$ cat src/rtl/adc_seq_pkg.sv
package adc_seq_pkg;

    typedef enum logic [1:0] {
        MODE_SINGLE = 2'd0,
        MODE_CONT   = 2'd1,
        MODE_SCAN   = 2'd2,
        MODE_RSVD   = 2'd3
    } seq_mode_e;

    typedef enum logic [1:0] {
        ST_IDLE  = 2'd0,
        ST_ISSUE = 2'd1,
        ST_WAIT  = 2'd2
    } seq_state_e;

endpackage

$ cat src/rtl/adc_seq_pick.sv
module adc_seq_pick #(
    parameter int NCH = 8
) (
    input  logic [NCH-1:0]         src_i,
    output logic                   any_o,
    output logic [$clog2(NCH)-1:0] idx_o
);
    localparam int CW = $clog2(NCH);

    logic [NCH:0]   seen;
    logic [NCH-1:0] first_oh;

    assign seen[0] = 1'b0;

    generate
        for (genvar g = 0; g < NCH; g++) begin : g_chain
            assign first_oh[g]  = src_i[g] & ~seen[g];
            assign seen[g + 1]  = seen[g] | src_i[g];
        end
    endgenerate

    assign any_o = seen[NCH];

    always_comb begin
        idx_o = '0;
        for (int i = 0; i < NCH; i++) begin
            if (first_oh[i]) idx_o = idx_o | CW'(i);
        end
    end

endmodule

$ cat src/rtl/adc_seq_resbank.sv
module adc_seq_resbank #(
    parameter int NCH = 8,
    parameter int DW  = 8
) (
    input  logic                   clk,
    input  logic                   rst_n,
    input  logic                   wr_en_i,
    input  logic [$clog2(NCH)-1:0] wr_addr_i,
    input  logic [DW-1:0]          wr_data_i,
    input  logic [$clog2(NCH)-1:0] rd_addr_i,
    output logic [DW-1:0]          rd_data_o
);
    logic [DW-1:0] bank_d [NCH];
    logic [DW-1:0] bank_q [NCH];

    always_comb begin
        bank_d = bank_q;
        if (wr_en_i) bank_d[wr_addr_i] = wr_data_i;
    end

    always_ff @(posedge clk or negedge rst_n) begin
        if (!rst_n) begin
            for (int i = 0; i < NCH; i++) bank_q[i] <= '0;
        end else begin
            bank_q <= bank_d;
        end
    end

    assign rd_data_o = bank_q[rd_addr_i];

    // a written code is held in the addressed register
    a_r3_store: assert property (@(posedge clk) disable iff (!rst_n)
        wr_en_i |=> bank_q[$past(wr_addr_i)] == $past(wr_data_i));

endmodule

$ cat src/rtl/adc_seq_ctrl.sv
module adc_seq_ctrl
    import adc_seq_pkg::*;
#(
    parameter int NCH      = 8,
    parameter int SPLIT_AT = 4
) (
    input  logic                   clk,
    input  logic                   rst_n,
    input  logic                   start_i,
    input  logic                   stop_i,
    input  logic [1:0]             mode_i,
    input  logic [$clog2(NCH)-1:0] chan_i,
    input  logic [NCH-1:0]         mask_i,
    input  logic                   split_i,
    input  logic                   irq_clr_i,
    input  logic                   conv_done_i,
    input  logic                   pick_any_i,
    input  logic [$clog2(NCH)-1:0] pick_idx_i,
    output logic [NCH-1:0]         pick_src_o,
    output logic                   conv_start_o,
    output logic [$clog2(NCH)-1:0] conv_chan_o,
    output logic                   wr_en_o,
    output logic [$clog2(NCH)-1:0] wr_addr_o,
    output logic                   busy_o,
    output logic                   flag_o
);
    localparam int CW = $clog2(NCH);
    localparam int NW = CW + 1;
    localparam logic [CW-1:0] GRP_MASK = CW'(SPLIT_AT - 1);
    localparam logic [CW-1:0] LAST_PTR = CW'(NCH - 1);
    localparam logic [NW-1:0] GRP_CNT  = NW'(SPLIT_AT);

    typedef struct packed {
        seq_state_e     st;
        seq_mode_e      mode;
        logic [CW-1:0]  chan;
        logic [NCH-1:0] rem;
        logic           split;
        logic [CW-1:0]  ptr;
        logic [NW-1:0]  cnt;
        logic           stop;
        logic           flag;
    } ctrl_t;

    ctrl_t          r_d, r_q;
    logic           set_flag;
    logic           accept;
    logic           stop_req;
    logic [NCH-1:0] rem_clear;
    logic [NW-1:0]  cnt_next;

    assign rem_clear  = r_q.rem & ~(NCH'(1) << r_q.chan);
    assign pick_src_o = (r_q.st == ST_IDLE) ? mask_i : rem_clear;
    assign cnt_next   = r_q.cnt + NW'(1);
    assign stop_req   = r_q.stop | (stop_i && r_q.mode == MODE_CONT);

    always_comb begin
        r_d       = r_q;
        set_flag  = 1'b0;
        accept    = 1'b0;
        wr_en_o   = 1'b0;
        wr_addr_o = r_q.chan;

        case (r_q.st)
            ST_IDLE: begin
                if (start_i) begin
                    case (seq_mode_e'(mode_i))
                        MODE_SINGLE, MODE_CONT: begin
                            accept   = 1'b1;
                            r_d.chan = chan_i;
                        end
                        MODE_SCAN: begin
                            if (pick_any_i) begin
                                accept   = 1'b1;
                                r_d.chan = pick_idx_i;
                                r_d.rem  = mask_i;
                            end
                        end
                        default: accept = 1'b0;
                    endcase
                end
                if (accept) begin
                    r_d.st    = ST_ISSUE;
                    r_d.mode  = seq_mode_e'(mode_i);
                    r_d.split = split_i;
                    r_d.ptr   = '0;
                    r_d.cnt   = '0;
                    r_d.stop  = 1'b0;
                end
            end

            ST_ISSUE: begin
                r_d.st   = ST_WAIT;
                r_d.stop = stop_req;
            end

            ST_WAIT: begin
                r_d.stop = stop_req;
                if (conv_done_i) begin
                    wr_en_o = 1'b1;
                    r_d.cnt = cnt_next;
                    case (r_q.mode)
                        MODE_CONT: begin
                            wr_addr_o = r_q.ptr;
                            if (r_q.split) set_flag = (r_q.ptr & GRP_MASK) == GRP_MASK;
                            else           set_flag = r_q.ptr == LAST_PTR;
                            r_d.ptr = r_q.ptr + CW'(1);
                            r_d.st  = stop_req ? ST_IDLE : ST_ISSUE;
                        end
                        MODE_SCAN: begin
                            r_d.rem = rem_clear;
                            if (r_q.split && cnt_next == GRP_CNT) set_flag = 1'b1;
                            if (pick_any_i) begin
                                r_d.chan = pick_idx_i;
                                r_d.st   = ST_ISSUE;
                            end else begin
                                set_flag = 1'b1;
                                r_d.st   = ST_IDLE;
                            end
                        end
                        default: begin
                            set_flag = 1'b1;
                            r_d.st   = ST_IDLE;
                        end
                    endcase
                end
            end

            default: r_d.st = ST_IDLE;
        endcase

        if (set_flag)       r_d.flag = 1'b1;
        else if (irq_clr_i) r_d.flag = 1'b0;
    end

    always_ff @(posedge clk or negedge rst_n) begin
        if (!rst_n) r_q <= '0;
        else        r_q <= r_d;
    end

    assign conv_start_o = r_q.st == ST_ISSUE;
    assign conv_chan_o  = r_q.chan;
    assign busy_o       = r_q.st != ST_IDLE;
    assign flag_o       = r_q.flag;

    // the start pulse lasts one cycle
    a_r11_pulse: assert property (@(posedge clk) disable iff (!rst_n)
        conv_start_o |=> !conv_start_o);

    // no converter start while idle
    a_r11_idle: assert property (@(posedge clk) disable iff (!rst_n)
        !busy_o |-> !conv_start_o);

    // a start while busy leaves the running mode untouched
    a_r9_hold: assert property (@(posedge clk) disable iff (!rst_n)
        (busy_o && start_i) |=> $stable(r_q.mode));

    // a clear with no write pending empties the flag
    a_r10_clear: assert property (@(posedge clk) disable iff (!rst_n)
        (irq_clr_i && !wr_en_o) |=> !flag_o);

    // an empty scan mask is not accepted
    a_r8_empty: assert property (@(posedge clk) disable iff (!rst_n)
        (!busy_o && start_i && mode_i == 2'd2 && mask_i == '0) |=> !busy_o);

    // a store ends a single-mode sequence at the same edge
    a_r2_end: assert property (@(posedge clk) disable iff (!rst_n)
        (wr_en_o && r_q.mode == MODE_SINGLE) |=> (!busy_o && flag_o));

endmodule

$ cat src/rtl/adc_mode_sequencer.sv
module adc_mode_sequencer #(
    parameter int NCH      = 8,
    parameter int DW       = 8,
    parameter int SPLIT_AT = 4
) (
    input  logic                   clk,
    input  logic                   rst_n,
    input  logic                   start_i,
    input  logic                   stop_i,
    input  logic [1:0]             mode_i,
    input  logic [$clog2(NCH)-1:0] chan_i,
    input  logic [NCH-1:0]         scan_mask_i,
    input  logic                   split_i,
    input  logic                   irq_en_i,
    input  logic                   irq_clr_i,
    output logic                   conv_start_o,
    output logic [$clog2(NCH)-1:0] conv_chan_o,
    input  logic                   conv_done_i,
    input  logic [DW-1:0]          conv_data_i,
    input  logic [$clog2(NCH)-1:0] rd_addr_i,
    output logic [DW-1:0]          rd_data_o,
    output logic                   busy_o,
    output logic                   irq_flag_o,
    output logic                   irq_o
);
    localparam int CW = $clog2(NCH);

    logic [NCH-1:0] pick_src;
    logic           pick_any;
    logic [CW-1:0]  pick_idx;
    logic           wr_en;
    logic [CW-1:0]  wr_addr;

    adc_seq_pick #(.NCH(NCH)) u_pick (
        .src_i (pick_src),
        .any_o (pick_any),
        .idx_o (pick_idx)
    );

    adc_seq_ctrl #(.NCH(NCH), .SPLIT_AT(SPLIT_AT)) u_ctrl (
        .clk          (clk),
        .rst_n        (rst_n),
        .start_i      (start_i),
        .stop_i       (stop_i),
        .mode_i       (mode_i),
        .chan_i       (chan_i),
        .mask_i       (scan_mask_i),
        .split_i      (split_i),
        .irq_clr_i    (irq_clr_i),
        .conv_done_i  (conv_done_i),
        .pick_any_i   (pick_any),
        .pick_idx_i   (pick_idx),
        .pick_src_o   (pick_src),
        .conv_start_o (conv_start_o),
        .conv_chan_o  (conv_chan_o),
        .wr_en_o      (wr_en),
        .wr_addr_o    (wr_addr),
        .busy_o       (busy_o),
        .flag_o       (irq_flag_o)
    );

    adc_seq_resbank #(.NCH(NCH), .DW(DW)) u_bank (
        .clk       (clk),
        .rst_n     (rst_n),
        .wr_en_i   (wr_en),
        .wr_addr_i (wr_addr),
        .wr_data_i (conv_data_i),
        .rd_addr_i (rd_addr_i),
        .rd_data_o (rd_data_o)
    );

    assign irq_o = irq_flag_o & irq_en_i;

endmodule

$ cat config.mk
export PLATFORM = sky130hd
export DESIGN_NAME = adc_mode_sequencer
export DESIGN_NICKNAME = d
export VERILOG_FILES = /design/src/rtl/adc_seq_pkg.sv /design/src/rtl/adc_seq_pick.sv /design/src/rtl/adc_seq_resbank.sv /design/src/rtl/adc_seq_ctrl.sv /design/src/rtl/adc_mode_sequencer.sv
export SDC_FILE = /design/constraint.sdc
export NUM_CORES = 1
export LEC_CHECK = 0
export ABC_AREA = 1
export CAP_MARGIN = 25
export CORE_MARGIN = 2
export CORE_UTILIZATION = 40
export DETAILED_ROUTE_END_ITERATION = 8
export DONT_BUFFER_PORTS = 1
export GPL_TIMING_DRIVEN = 0
export MAX_ROUTING_LAYER = met4
export SYNTH_ARGS = -nofsm -noshare
export SYNTH_HDL_FRONTEND = slang
export SYNTH_HIERARCHICAL = 1
export SYNTH_SLANG_ARGS = --single-unit
$ cat constraint.sdc
create_clock -name clk -period 3.4 [get_ports clk]
set_clock_uncertainty 0.2 [all_clocks]
set_input_delay 0 -clock clk [delete_from_list [all_inputs] [get_ports clk]]
set_output_delay 0 -clock clk [all_outputs]
set_load 0.05 [all_outputs]
==> flow_summary.ini <==
[synth]
synth_top_cell_area_share = 0.444
post_synth_main_area_contributors = dfrtp_1 44%, nand2_1 21%, o21ai_0 9.2%, inv_1 8.4%, nand3_1 4.8%
synth_enable_flop_cells = 0
mappedNetlistNets = 750
cells_after_synth = 709
synth.lib_cells_used.distinct = 30
yosysSeqAreaShare = 0.444
synth_area_leader_cell = dfrtp_1
avgSynthCellArea_sq_um = 7.08
synth.cells.most_frequent = 276 x nand2_1, 112 x inv_1, 92 x o21ai_0
postSynth.asyncResetShare = 1.00
ys.warnings.count = 6
synth.ff_latch_count = 89
yosysMostFrequentCell = nand2_1
ys_dominant_reg_cell = dfrtp_1
netlist_area_pre_place_sq_um = 5020

[flow_run]
drv.max_cap_violation_count = 0

[die]
start_util = 0.414
placement_rows = 40
die_width_um = 116
chipHeight_um = 116
coreArea_sq_um = 12100
die_area_sq_um = 13500
num_io_pins = 47

[setup_path]
rr_endpoint = u_ctrl/r_q[22]
reg2reg_from = u_ctrl/r_q[23]
critical_path_peak_fanout = 10
ff2ff_path_depth = 15
r2r_setup_slack_ps = 280
crit_end = u_ctrl/r_q[22]
critical_path.endpoint_type = flop
criticalPathCategory = reg -> reg
worst_setup_path_start_kind = flop
data_arrival_time_of_the_critical_path_ps = 3140
cp-startpoint = u_ctrl/r_q[23]
worstPathRequired_ps = 3430

[route]
vias = 4445
drt_iter0_markers = 412
wl_um = 12700
wire_per_inst_um = 13.6
detail_route.first_pass.iterations = 5
route.detailed.drc = 0
via_per_inst = 4.78
detail-route-antenna-nets = 0

[pwr]
power-per-cell-area_nw_per_um2 = 766
pwr-share-comb = 0.409
power.internal_mw = 2.63
swShare = 0.418
share_clk_of_total_power = 0.204
sequential_fraction_of_design_power = 0.387
ir_worst_vdd_uv = 316
cellLeakagePower_nw = 3.07
p_sw_mw = 1.89

[cts]
post_cts_buffers = 0
cts_tree = done
cts.clk_slew.worst_paths_ps = 60
cts_root_buffer = clkbuf_16
clock_tree.htree_level_count = 3
clk-insertion-delay-late_ps = 340
tritoncts_num_sinks = 89
cts_inserted_buffers = 9
buffer_levels_on_the_longest_clock_path = 2

[grt]
grt_pass1_vias = 4258
antenna_found_initial = 0
grt_start_max_net_pins = 90
grt_pass1_wl_um = 20900
gr_ovfl_total = 0
groute.usage.overall = 0.207

[timing]
worstMarginPinSlew_ps = 540
finalMaxSlewViolations = 0
setup-tns-final_ps = 0
post-route-period-util = 0.917
finalWorstPathRequiredPeriod_ps = 3120
clock.fmax_mhz = 321
setup_viol_count_final = 0
final-hold-violation-count = 0
timing.slew.headroom = 0.636

[finish]
diodes = 0
finalCoreUtilization = 0.486
share_of_final_layout_standard_cells_stronger_than_drive_strength_1 = 0.0775
post-route-cell-area_sq_um = 5890
finish.net_count = 797
layout-area-overhead-vs-synth_pct = 17.4

[placement]
placement.cell_area_sq_um = 5230
port_buf_inserts = 0
dp_hpwl_um = 8880
routabilityCongestion = 0.866

[run_status]
outcome = complete, no violations

[worst_hold_path]
min_path_type = in -> async
[final cells by class]
| class | instances | area, sq um |
|---|---|---|
| fillers | 1232 | 6220 |
| flip-flops and latches | 89 | 2230 |
| multi-input cells | 476 | 2160 |
| inverters | 117 | 449 |
| repair buffers | 36 | 378 |
| clock buffers | 12 | 246 |
| well taps | 168 | 210 |
| plain buffers | 27 | 189 |
| clock inverters | 4 | 28.8 |
[power groups by stage]
stage / combinational, mW / sequential, mW / clock (mW)
2_1_floorplan: 1.45 / 1.69 / 0
3_3_place_gp: 1.71 / 1.75 / 0
3_5_place_dp: 1.76 / 1.76 / 0
4_1_cts: 1.84 / 1.74 / 0.947
5_1_grt: 2.13 / 1.80 / 0.993
6_report: 1.84 / 1.75 / 0.922
[worst min path at each step]
stage | start | cells past startpoint | end
6_report | rst_n | 2 | u_bank/bank_q[2]
5_1_grt | irq_en_i | 2 | irq_o
4_1_cts | conv_done_i | 6 | u_bank/bank_q[3]
3_5_place_dp | rst_n | 0 | u_bank/bank_q[3]
3_3_place_gp | rst_n | 0 | u_ctrl/r_q[13]
2_1_floorplan | rst_n | 0 | u_bank/bank_q[0]
[critical path, cell delays in order, from the launching register on]
cell           delay [ps]
dfrtp_1               410
inv_1                  90
ha_1                  160
buf_6                 150
clkbuf_2              220
nand2_1                70
o21ai_0               140
nor2_2                100
and2_4                180
nand2_2               140
inv_2                  50
o21ai_2               170
nand3_2               190
nand2_1                90
o21ai_0                70
dlygate4sd3_1         560
[cells in the final DEF, fill, tap and decap left out, drive strengths merged]
cell           n
nand4          1
dfrtp         89
a21oi          7
buf           22
xor2           1
o21ai        100
and2           1
nor2          18
nor3           3
dlygate4sd3   35
clkinv         2
or2            6
nand3         49
inv          117
nand3b         3
clkbuf        18
a31oi          1
ha             9
nand2        277
clkinvlp       2
[layer usage]
metal | track usage | part of all wire | vias to the layer above
li1 | - | - | 2271
met1 | 0.274 | 0.49 | 2082
met2 | 0.329 | 0.46 | 75
met3 | 0.0319 | 0.036 | 17
met4 | 0.0675 | 0.015 | 0
met5 | - | 0 | -
[metrics by stage]
step	hold slack, ps	instances	power, mW	worst slack (ps)
6_report	25.2	929	4.51	283
5_1_grt	37.0	929	4.92	-26.4
4_1_cts	3.55	929	4.53	25.7
3_5_place_dp	-493	877	3.51	378
3_3_place_gp	-492	877	3.46	460
2_1_floorplan	-496	709	3.15	852
[repair_timing]
item | CTS | global route
hold buffers | 36 | 0
setup endpoints to repair | 0 | 2
hold endpoints to repair | 178 | 0
resized for setup | 0 | 5
[logic make-up (layout without fill, tap and decap cells)]
family / Yosys count / after routing / share of synthesized area
adders and majority gates: 9 / 9 / 0.0224
DFF: 89 / 89 / 0.444
xor gates and xnor gates: 1 / 1 / 0.00175
AOI/OAI and AO/OA: 108 / 108 / 0.110
buffers and inverters: 144 / 196 / 0.127
and+or+nand+nor: 358 / 358 / 0.295
[sequential cells by signal, summed over array words and instances, names as in the netlist]
register            flops
u_ctrl/flag_o           1
u_bank/bank_q          64
u_ctrl/r_q             21
u_ctrl/conv_chan_o      3
Note: power is estimated with default switching activity, not from simulation.
